--- config.mk ---
export PLATFORM = sky130hd
export DESIGN_NAME = evt_postscaler
export DESIGN_NICKNAME = d
export VERILOG_FILES = /design/src/rtl/pwm_pscl_pkg.sv /design/src/rtl/pscl_count.sv /design/src/rtl/pscl_match.sv /design/src/rtl/pscl_fsm.sv /design/src/rtl/evt_postscaler.sv
export SDC_FILE = /design/constraint.sdc
export NUM_CORES = 1
export LEC_CHECK = 0
export ABC_AREA = 1
export BUFFER_PORTS_ARGS = -buffer_cell sky130_fd_sc_hd__buf_2
export CORE_AREA = 3 3 40 42
export DETAILED_ROUTE_END_ITERATION = 8
export DIE_AREA = 0 0 43 45
export SLEW_MARGIN = 10
export SYNTH_ARGS = -nofsm -noshare
export SYNTH_HDL_FRONTEND = slang
export SYNTH_SLANG_ARGS = --single-unit
--- constraint.sdc ---
create_clock -name clk -period 2.21 [get_ports clk]
set_input_delay 0.221 -clock clk [delete_from_list [all_inputs] [get_ports clk]]
set_output_delay 0.221 -clock clk [all_outputs]
set_load 0.01 [all_outputs]
--- src/rtl/pwm_pscl_pkg.sv ---
package pwm_pscl_pkg;

    localparam int unsigned RATIO_W = 4;

    typedef enum logic [1:0] {
        PS_IDLE  = 2'd0,
        PS_ACCUM = 2'd1,
        PS_FIRE  = 2'd2
    } ps_state_e;

endpackage

--- src/rtl/pscl_count.sv ---
module pscl_count #(
    parameter int unsigned W = 4
) (
    input  logic         clk,
    input  logic         rst_n,
    input  logic         clr,
    input  logic         inc,
    output logic [W-1:0] cnt
);

    always_ff @(posedge clk) begin
        if (!rst_n) begin
            cnt <= '0;
        end else if (clr) begin
            cnt <= '0;
        end else if (inc) begin
            cnt <= cnt + 1'b1;
        end
    end

    // a clear request leaves the count at zero
    a_r5_clear_zero: assert property (@(posedge clk) disable iff (!rst_n)
        clr |=> (cnt == '0));

    // with no request the count holds
    a_r9_hold: assert property (@(posedge clk) disable iff (!rst_n)
        (!clr && !inc) |=> $stable(cnt));

endmodule

--- src/rtl/pscl_match.sv ---
module pscl_match #(
    parameter int unsigned W = 4
) (
    input  logic [W-1:0] cnt,
    input  logic [W-1:0] ratio,
    output logic         hit
);

    // Greater-or-equal so a lowered ratio still wraps
    assign hit = (cnt >= ratio);

endmodule

--- src/rtl/pscl_fsm.sv ---
module pscl_fsm
    import pwm_pscl_pkg::*;
(
    input  logic      clk,
    input  logic      rst_n,
    input  logic      evt,
    input  logic      wr,
    input  logic      hit,
    output logic      clr,
    output logic      inc,
    output logic      trig
);

    ps_state_e state, state_nx;

    always_ff @(posedge clk) begin
        if (!rst_n) begin
            state <= PS_IDLE;
        end else begin
            state <= state_nx;
        end
    end

    always_comb begin
        state_nx = state;
        if (wr) begin
            state_nx = PS_IDLE;
        end else if (evt) begin
            state_nx = hit ? PS_FIRE : PS_ACCUM;
        end else begin
            unique case (state)
                PS_IDLE:  state_nx = PS_IDLE;
                PS_ACCUM: state_nx = PS_ACCUM;
                PS_FIRE:  state_nx = PS_IDLE;
                default:  state_nx = PS_IDLE;
            endcase
        end
    end

    always_comb begin
        clr  = wr | (evt & hit);
        inc  = ~wr & evt & ~hit;
        trig = 1'b0;
        unique case (state)
            PS_IDLE:  trig = 1'b0;
            PS_ACCUM: trig = 1'b0;
            PS_FIRE:  trig = 1'b1;
            default:  trig = 1'b0;
        endcase
    end

    // a strobe always suppresses the following trigger
    a_r6_clear_wins: assert property (@(posedge clk) disable iff (!rst_n)
        wr |=> !trig);

    // a trigger only ever follows a sampled event
    a_r3_follows_event: assert property (@(posedge clk) disable iff (!rst_n)
        trig |-> $past(evt));

endmodule

--- src/rtl/evt_postscaler.sv ---
module evt_postscaler
    import pwm_pscl_pkg::*;
(
    input  logic               clk,
    input  logic               rst_n,
    input  logic               raw_evt,
    input  logic [RATIO_W-1:0] div_sel,
    input  logic               cmp_wr,
    output logic               soc_trig
);

    logic [RATIO_W-1:0] cnt;
    logic               hit;
    logic               clr;
    logic               inc;

    pscl_count #(.W(RATIO_W)) u_count (
        .clk   (clk),
        .rst_n (rst_n),
        .clr   (clr),
        .inc   (inc),
        .cnt   (cnt)
    );

    pscl_match #(.W(RATIO_W)) u_match (
        .cnt   (cnt),
        .ratio (div_sel),
        .hit   (hit)
    );

    pscl_fsm u_fsm (
        .clk   (clk),
        .rst_n (rst_n),
        .evt   (raw_evt),
        .wr    (cmp_wr),
        .hit   (hit),
        .clr   (clr),
        .inc   (inc),
        .trig  (soc_trig)
    );

    // ratio zero forwards every event
    a_r4_every_event: assert property (@(posedge clk) disable iff (!rst_n)
        (div_sel == '0 && raw_evt && !cmp_wr) |=> soc_trig);

    // the count has wrapped whenever a trigger is out
    a_r2_wrap: assert property (@(posedge clk) disable iff (!rst_n)
        soc_trig |-> (cnt == '0));

endmodule

==> results of run 1 <==
## critical path: cells and delay by family, from the launching register on
kind | cells | cell delay [ps]
compound gates | 1 | 120
buf+inv | 2 | 130
simple gates | 7 | 540
flops | 1 | 370
fa+ha+maj | 1 | 270
## cells by family (layout without fill, tap and decap cells)
kind of cell	Yosys count	after routing	share of synthesized area, %
AOI/OAI and AO/OA	4	4	8.758
and+or+nand+nor	31	31	37.28
buffers and inverters	15	26	12.71
DFF	6	6	27.12
adders and majority gates	5	5	14.12
## cells in the mapped netlist, types with 2 or more instances
master	count
a21oi_2	2
dfxtp_1	6
ha_1	5
inv_1	13
inv_2	2
nand2_1	12
nand2_2	2
nand3_1	5
nand4_1	4
nor2_1	3
nor2_2	2
nor2_4	3
## power breakdown
group / switching (uW) / leakage, uW / total, uW / internal [uW]
clock network: 36.1 / 0.0000138 / 97.3 / 61.2
logic: 18.9 / 0.000198 / 31.9 / 13.0
registers: 1.18 / 0.0000486 / 112 / 110
## stage by stage
| stage | cell area (um^2) | hold slack [ps] | total power (uW) | std cells | worst slack, ps |
|---|---|---|---|---|---|
| floorplan | 442.9 | 346.8 | 135.1 | 61 | 875.0 |
| global placement | 501.7 | 483.2 | 145.3 | 84 | 754.8 |
| detailed placement | 501.7 | 498.5 | 145.9 | 84 | 719.5 |
| CTS | 524.3 | 244.2 | 248.9 | 87 | 704.6 |
| global route | 524.3 | 264.8 | 259.3 | 87 | 542.4 |
| finish | 524.3 | 249.9 | 240.8 | 87 | 724.1 |
## area by class of cell
type | instances | area (um^2)
repair buffers | 8 | 40.04
well taps | 15 | 18.77
clock buffers | 3 | 22.52
flip-flops and latches | 6 | 120.1
multi-input cells | 40 | 266.5
inverters | 15 | 56.30
fillers | 139 | 760.7
## cell usage in the layout (no fill, tap or decap), drive strengths merged
cell type | netlist | routed
inv | 15 | 15
nand4 | 4 | 4
a21oi | 4 | 4
nand2 | 14 | 14
clkbuf | 0 | 3
dfxtp | 6 | 6
buf | 0 | 8
ha | 5 | 5
nor2 | 8 | 8
nand3 | 5 | 5
## registers in the layout, indices dropped and copies added (netlist names)
register	cells
u_count.cnt	4
u_fsm.state	2
## metal layers
metal | track usage (%) | vias up
li1 | - | 214
met4 | 3.614 | 0
met1 | 9.903 | 165
met5 | 0 | -
met3 | 5.179 | 0
met2 | 14.07 | 7
## worst max-delay path by stage
stage | startpoint | to | cells after the start
after floorplan | u_count.cnt[0]$_SDFFE_PP0P_ | u_count.cnt[0]$_SDFFE_PP0P_ | 11
after global placement | u_count.cnt[0]$_SDFFE_PP0P_ | u_count.cnt[0]$_SDFFE_PP0P_ | 11
after detailed placement | u_count.cnt[0]$_SDFFE_PP0P_ | u_count.cnt[1]$_SDFFE_PP0P_ | 11
after CTS | u_count.cnt[0]$_SDFFE_PP0P_ | u_count.cnt[1]$_SDFFE_PP0P_ | 11
after global routing | u_count.cnt[0]$_SDFFE_PP0P_ | u_count.cnt[1]$_SDFFE_PP0P_ | 11
final | u_count.cnt[0]$_SDFFE_PP0P_ | u_count.cnt[1]$_SDFFE_PP0P_ | 11
==> impl_metrics.tcl, run 1 <==
set metrics [dict create \
    path_clk_slew_ps 40 \
    grt_usage_pct 8.917 \
    start_kind "register" \
    slowest_delay_ps 370 \
    crit_arrival_ps 1660 \
    synth_top_flop_cell "dfxtp_1" \
    reg2reg_from "u_count.cnt[0]$_SDFFE_PP0P_" \
    path_class "reg2reg" \
    area_growth_syn_to_layout_pct 18.36 \
    r2r_slack_ps 720 \
    cts_resized 0 \
    ir_drop_uv 207.8 \
    core_region_area_um2 1285 \
    ys_seq_area_share_pct 27.12 \
    fmax_ghz 0.6730 \
    period_minus_slack_ps 1486 \
    synth_largest_area_cell "dfxtp_1" \
    syn_inst 61 \
    ant_nets 0 \
    crit_slowest_cell "dfxtp_1" \
    dr.max_layer_used "met3" \
    rows 13 \
    power.density_nw_per_um2 459.4 \
    worstSetupEndpointType "register" \
    fin_crit_sh_pct 67.24 \
    vias_per_cell 4.437 \
    gp_congestion 0.7108 \
    wl_per_cell_um 7.667 \
    drive_gt1_share_pct 31.94 \
    htree_levels 1 \
    hold_viol_final 0 \
    die_height_um 45 \
    worstPathRequired_ps 2390 \
    nets 87 \
    root_buffer "clkbuf_4" \
    fp.dieArea_um2 1935 \
    reg2reg_to "u_count.cnt[1]$_SDFFE_PP0P_" \
    drv_slew 0 \
    synth_edf_count 0 \
    initial_core_util_pct 34.47 \
    leakage_uw 0.0002607 \
    hold_end "u_fsm.state[1]$_SDFF_PP0_" \
    antenna_found_initial 0 \
    grt_pass1_wl_um 1262 \
    hpwl_um 551.7 \
    synth.distinct_cells 14 \
    wl_met2_um 292 \
    drc 0 \
    synth-async-reset-ratio_pct 0 \
    first_pass_iters 4 \
    holdPathStages 3 \
    synthTopCellsByArea "dfxtp_1 27%, ha_1 14%, inv_1 11%" \
    grt_max_degree 9 \
    rr_worst_depth 11 \
    grt_pass1_vias 331 \
    cts_setup_buffers 0 \
    synth_warnings 0 \
    utilization_pct 40.80 \
    clockBufferDepth 2 \
    setup_tns_ps 0 \
    synth_top_area_share_pct 27.12 \
    drv_cap 0 \
    clock_latency_ps 240 \
    relSlewSlack_pct 84.62 \
    synth_seq_cells 6 \
    port_buffers 8 \
    status "finished, final reports clean" \
    path_common_cell "nand2_1" \
    cts_sinks 6 \
    wirelength_um 667 \
    wl_met1_um 331 \
    grt_overflow_total 0 \
    crit_chain "inv_1 > ha_1 > inv_1 > nand2_1 > nand2_1 > nand2_1 > nand2_2 > nand2_1 > nand2_1 > nand2_2 > a21oi_2" \
    numCtsBuffers 3 \
    worstPathMaxFanout 8 \
    num_io_pins 9 \
    fin_skew_ps 1.964 \
    cts.hold.buffers_added 0 \
    syn-cell-area_um2 442.9 \
    synth.avg_cell_area_um2 7.261 \
    rsz0062_at_grt "false" \
    hp-start "raw_evt" \
    diodes 0 \
    cts_tree "done" \
    die_w_um 43 \
    tightest_slew_ps 230.2 \
    via_count 386 \
    drtIter0Drc 6 \
    finalSetupViolations 0 \
    synth_nets 74 \
    dr_wl_met3_um 44 \
    hp-class "in2reg" \
]
(Power assumes the default switching activity.)
==> run 2: changes to the inputs <==
==> constraint.sdc (replaced) <==
create_clock -name clk -period 1.4 [get_ports clk]
set_input_delay 0.14 -clock clk [delete_from_list [all_inputs] [get_ports clk]]
set_output_delay 0.14 -clock clk [all_outputs]
set_load 0.01 [all_outputs]
==> run 2 against run 1 <==
Net effect: clock power up 60%; die area unchanged; via count up 2.8%; maximum frequency up 12%; register-to-register slack worse by 650 ps; largest power group unchanged.
==> impl_metrics.tcl, run 2 (same netlist as run 1, synthesis figures left out) <==
set metrics [dict create \
    cts_sinks 6 \
    start_kind "register" \
    drv_slew 0 \
    nets 91 \
    crit_arrival_ps 1490 \
    fin_crit_sh_pct 94.45 \
    gp_congestion 0.7170 \
    first_pass_iters 2 \
    wl_per_cell_um 8.890 \
    grt_overflow_total 0 \
    ir_drop_uv 518.0 \
    diodes 0 \
    numCtsBuffers 3 \
    grt_usage_pct 9.917 \
    cts.hold.buffers_added 0 \
    crit_chain "ha_1 > a21oi_4 > nand2_2 > nand2_2 > nand2_4 > a21oi_2" \
    utilization_pct 45.57 \
    wirelength_um 809 \
    leakage_uw 0.0002919 \
    path_clk_slew_ps 40 \
    path_class "reg2reg" \
    clockBufferDepth 2 \
    period_minus_slack_ps 1322 \
    port_buffers 8 \
    fmax_ghz 0.7563 \
    layout_commonest_cell "inv_1" \
    initial_core_util_pct 34.47 \
    num_io_pins 9 \
    relSlewSlack_pct 84.51 \
    worstSetupEndpointType "register" \
    grt_max_degree 9 \
    ant_nets 0 \
    fin_skew_ps 1.405 \
    hpwl_um 596.4 \
    core_region_area_um2 1285 \
    path_common_cell "nand2_2" \
    crit_start "u_count.cnt[3]$_SDFFE_PP0P_" \
    r2r_slack_ps 80 \
    slowest_delay_ps 320 \
    placed_area_um2 516.7 \
    hold_viol_final 0 \
    drc 0 \
    reg2reg_from "u_count.cnt[3]$_SDFFE_PP0P_" \
    status "finished, final reports clean" \
    worstPathRequired_ps 1570 \
    reg2reg_to "u_count.cnt[0]$_SDFFE_PP0P_" \
    top_register "u_count.cnt" \
    fp.dieArea_um2 1935 \
    largest_reg_flops 4 \
    via_count 397 \
    endpoint "u_count.cnt[0]$_SDFFE_PP0P_" \
    critical-path-top-delay-family "compound AO/OA/AOI/OAI gates" \
    rows 13 \
    htree_levels 1 \
    grt_pass1_vias 357 \
    root_buffer "clkbuf_4" \
    tightest_slew_ps 231.5 \
    setup_tns_ps 0 \
    power.density_nw_per_um2 678.1 \
    final_cell_mix "12 x inv_1, 9 x nand2_1, 8 x buf_2" \
    hp-class "in2reg" \
    worstPathMaxFanout 8 \
    top_regs "u_count.cnt: 4 flops, u_fsm.state: 2 flops" \
    die_height_um 45 \
    fillers 129 \
    drv_cap 0 \
    drive_gt1_share_pct 43.42 \
    clock_latency_ps 240 \
    drtIter0Drc 2 \
    worstPathBufferInverterCount 0 \
    crit_slowest_cell "dfxtp_1" \
    die_w_um 43 \
    finalSetupViolations 0 \
    final_area_um2 585.6 \
    vias_per_cell 4.363 \
    antenna_found_initial 0 \
    area_growth_syn_to_layout_pct 32.20 \
    cp.depth 6 \
    cts_tree "done" \
    rr_worst_depth 6 \
    grt_pass1_wl_um 1414 \
]
## run 2: cell count changes in the layout (fill, tap and decap cells not counted), sizes merged
cell  before  now
buf        8   12
## run 2: how the worst min path moves through the flow
stage                                endpoint  cells after the start     from  slack (ps)
global placement    u_fsm.state[1]$_SDFF_PP0_                      3  raw_evt         430
global route        u_fsm.state[1]$_SDFF_PP0_                      3  raw_evt         180
floorplan           u_fsm.state[1]$_SDFF_PP0_                      2  raw_evt         270
detailed placement  u_fsm.state[1]$_SDFF_PP0_                      3  raw_evt         430
finish              u_fsm.state[1]$_SDFF_PP0_                      3  raw_evt         180
CTS                 u_fsm.state[1]$_SDFF_PP0_                      3  raw_evt         170
## run 2: worst min-delay path, cell delays in order
cell and delay [ps]:
buf_2 130, nand3_1 80, inv_1 50
## run 2: layout make-up
cell class	instances	area, um^2	share of cell area, %
clock buffers	3	22.52	3.846
inverters	15	56.30	9.615
multi-input cells	40	296.5	50.64
flip-flops and latches	6	121.4	20.73
well taps	15	18.77	3.205
repair buffers	12	70.07	11.97
## run 2: metrics by stage
stage | hold WS [ps] | worst slack [ps] | power (uW) | cells
after global routing | 184.8 | -17.12 | 430.7 | 91
after CTS | 169.6 | 19.83 | 399.1 | 90
after detailed placement | 425.5 | -5.107 | 231.7 | 86
final | 182.8 | 77.70 | 397.1 | 91
after global placement | 430.0 | 10.35 | 230.8 | 86
after floorplan | 265.8 | 65.00 | 213.2 | 61
## run 2: repair_timing
item,in CTS,in global routing
gates resized for setup,4,4
hold endpoints to repair,0,0
pin swaps,3,1
buffers inserted,1,1
endpoints found under the setup margin,5,6
## run 2: report_power, final
group	total [uW]	leakage, uW	internal, uW	switching, uW
sequential	176	0.0000490	175	1.38
clock	156	0.0000138	96.8	59.7
combinational	64.7	0.000229	27.7	37.0
total	397	0.000292	299	98.0
## run 2: routing by layer
metal  up-vias  track usage, %  part of all wire [%]
met5         -               0                     0
met4         0           7.229                   3.0
met3         4           3.586                   4.6
met2         7           15.57                    48
met1       166           11.11                    44
li1        220               -                     -
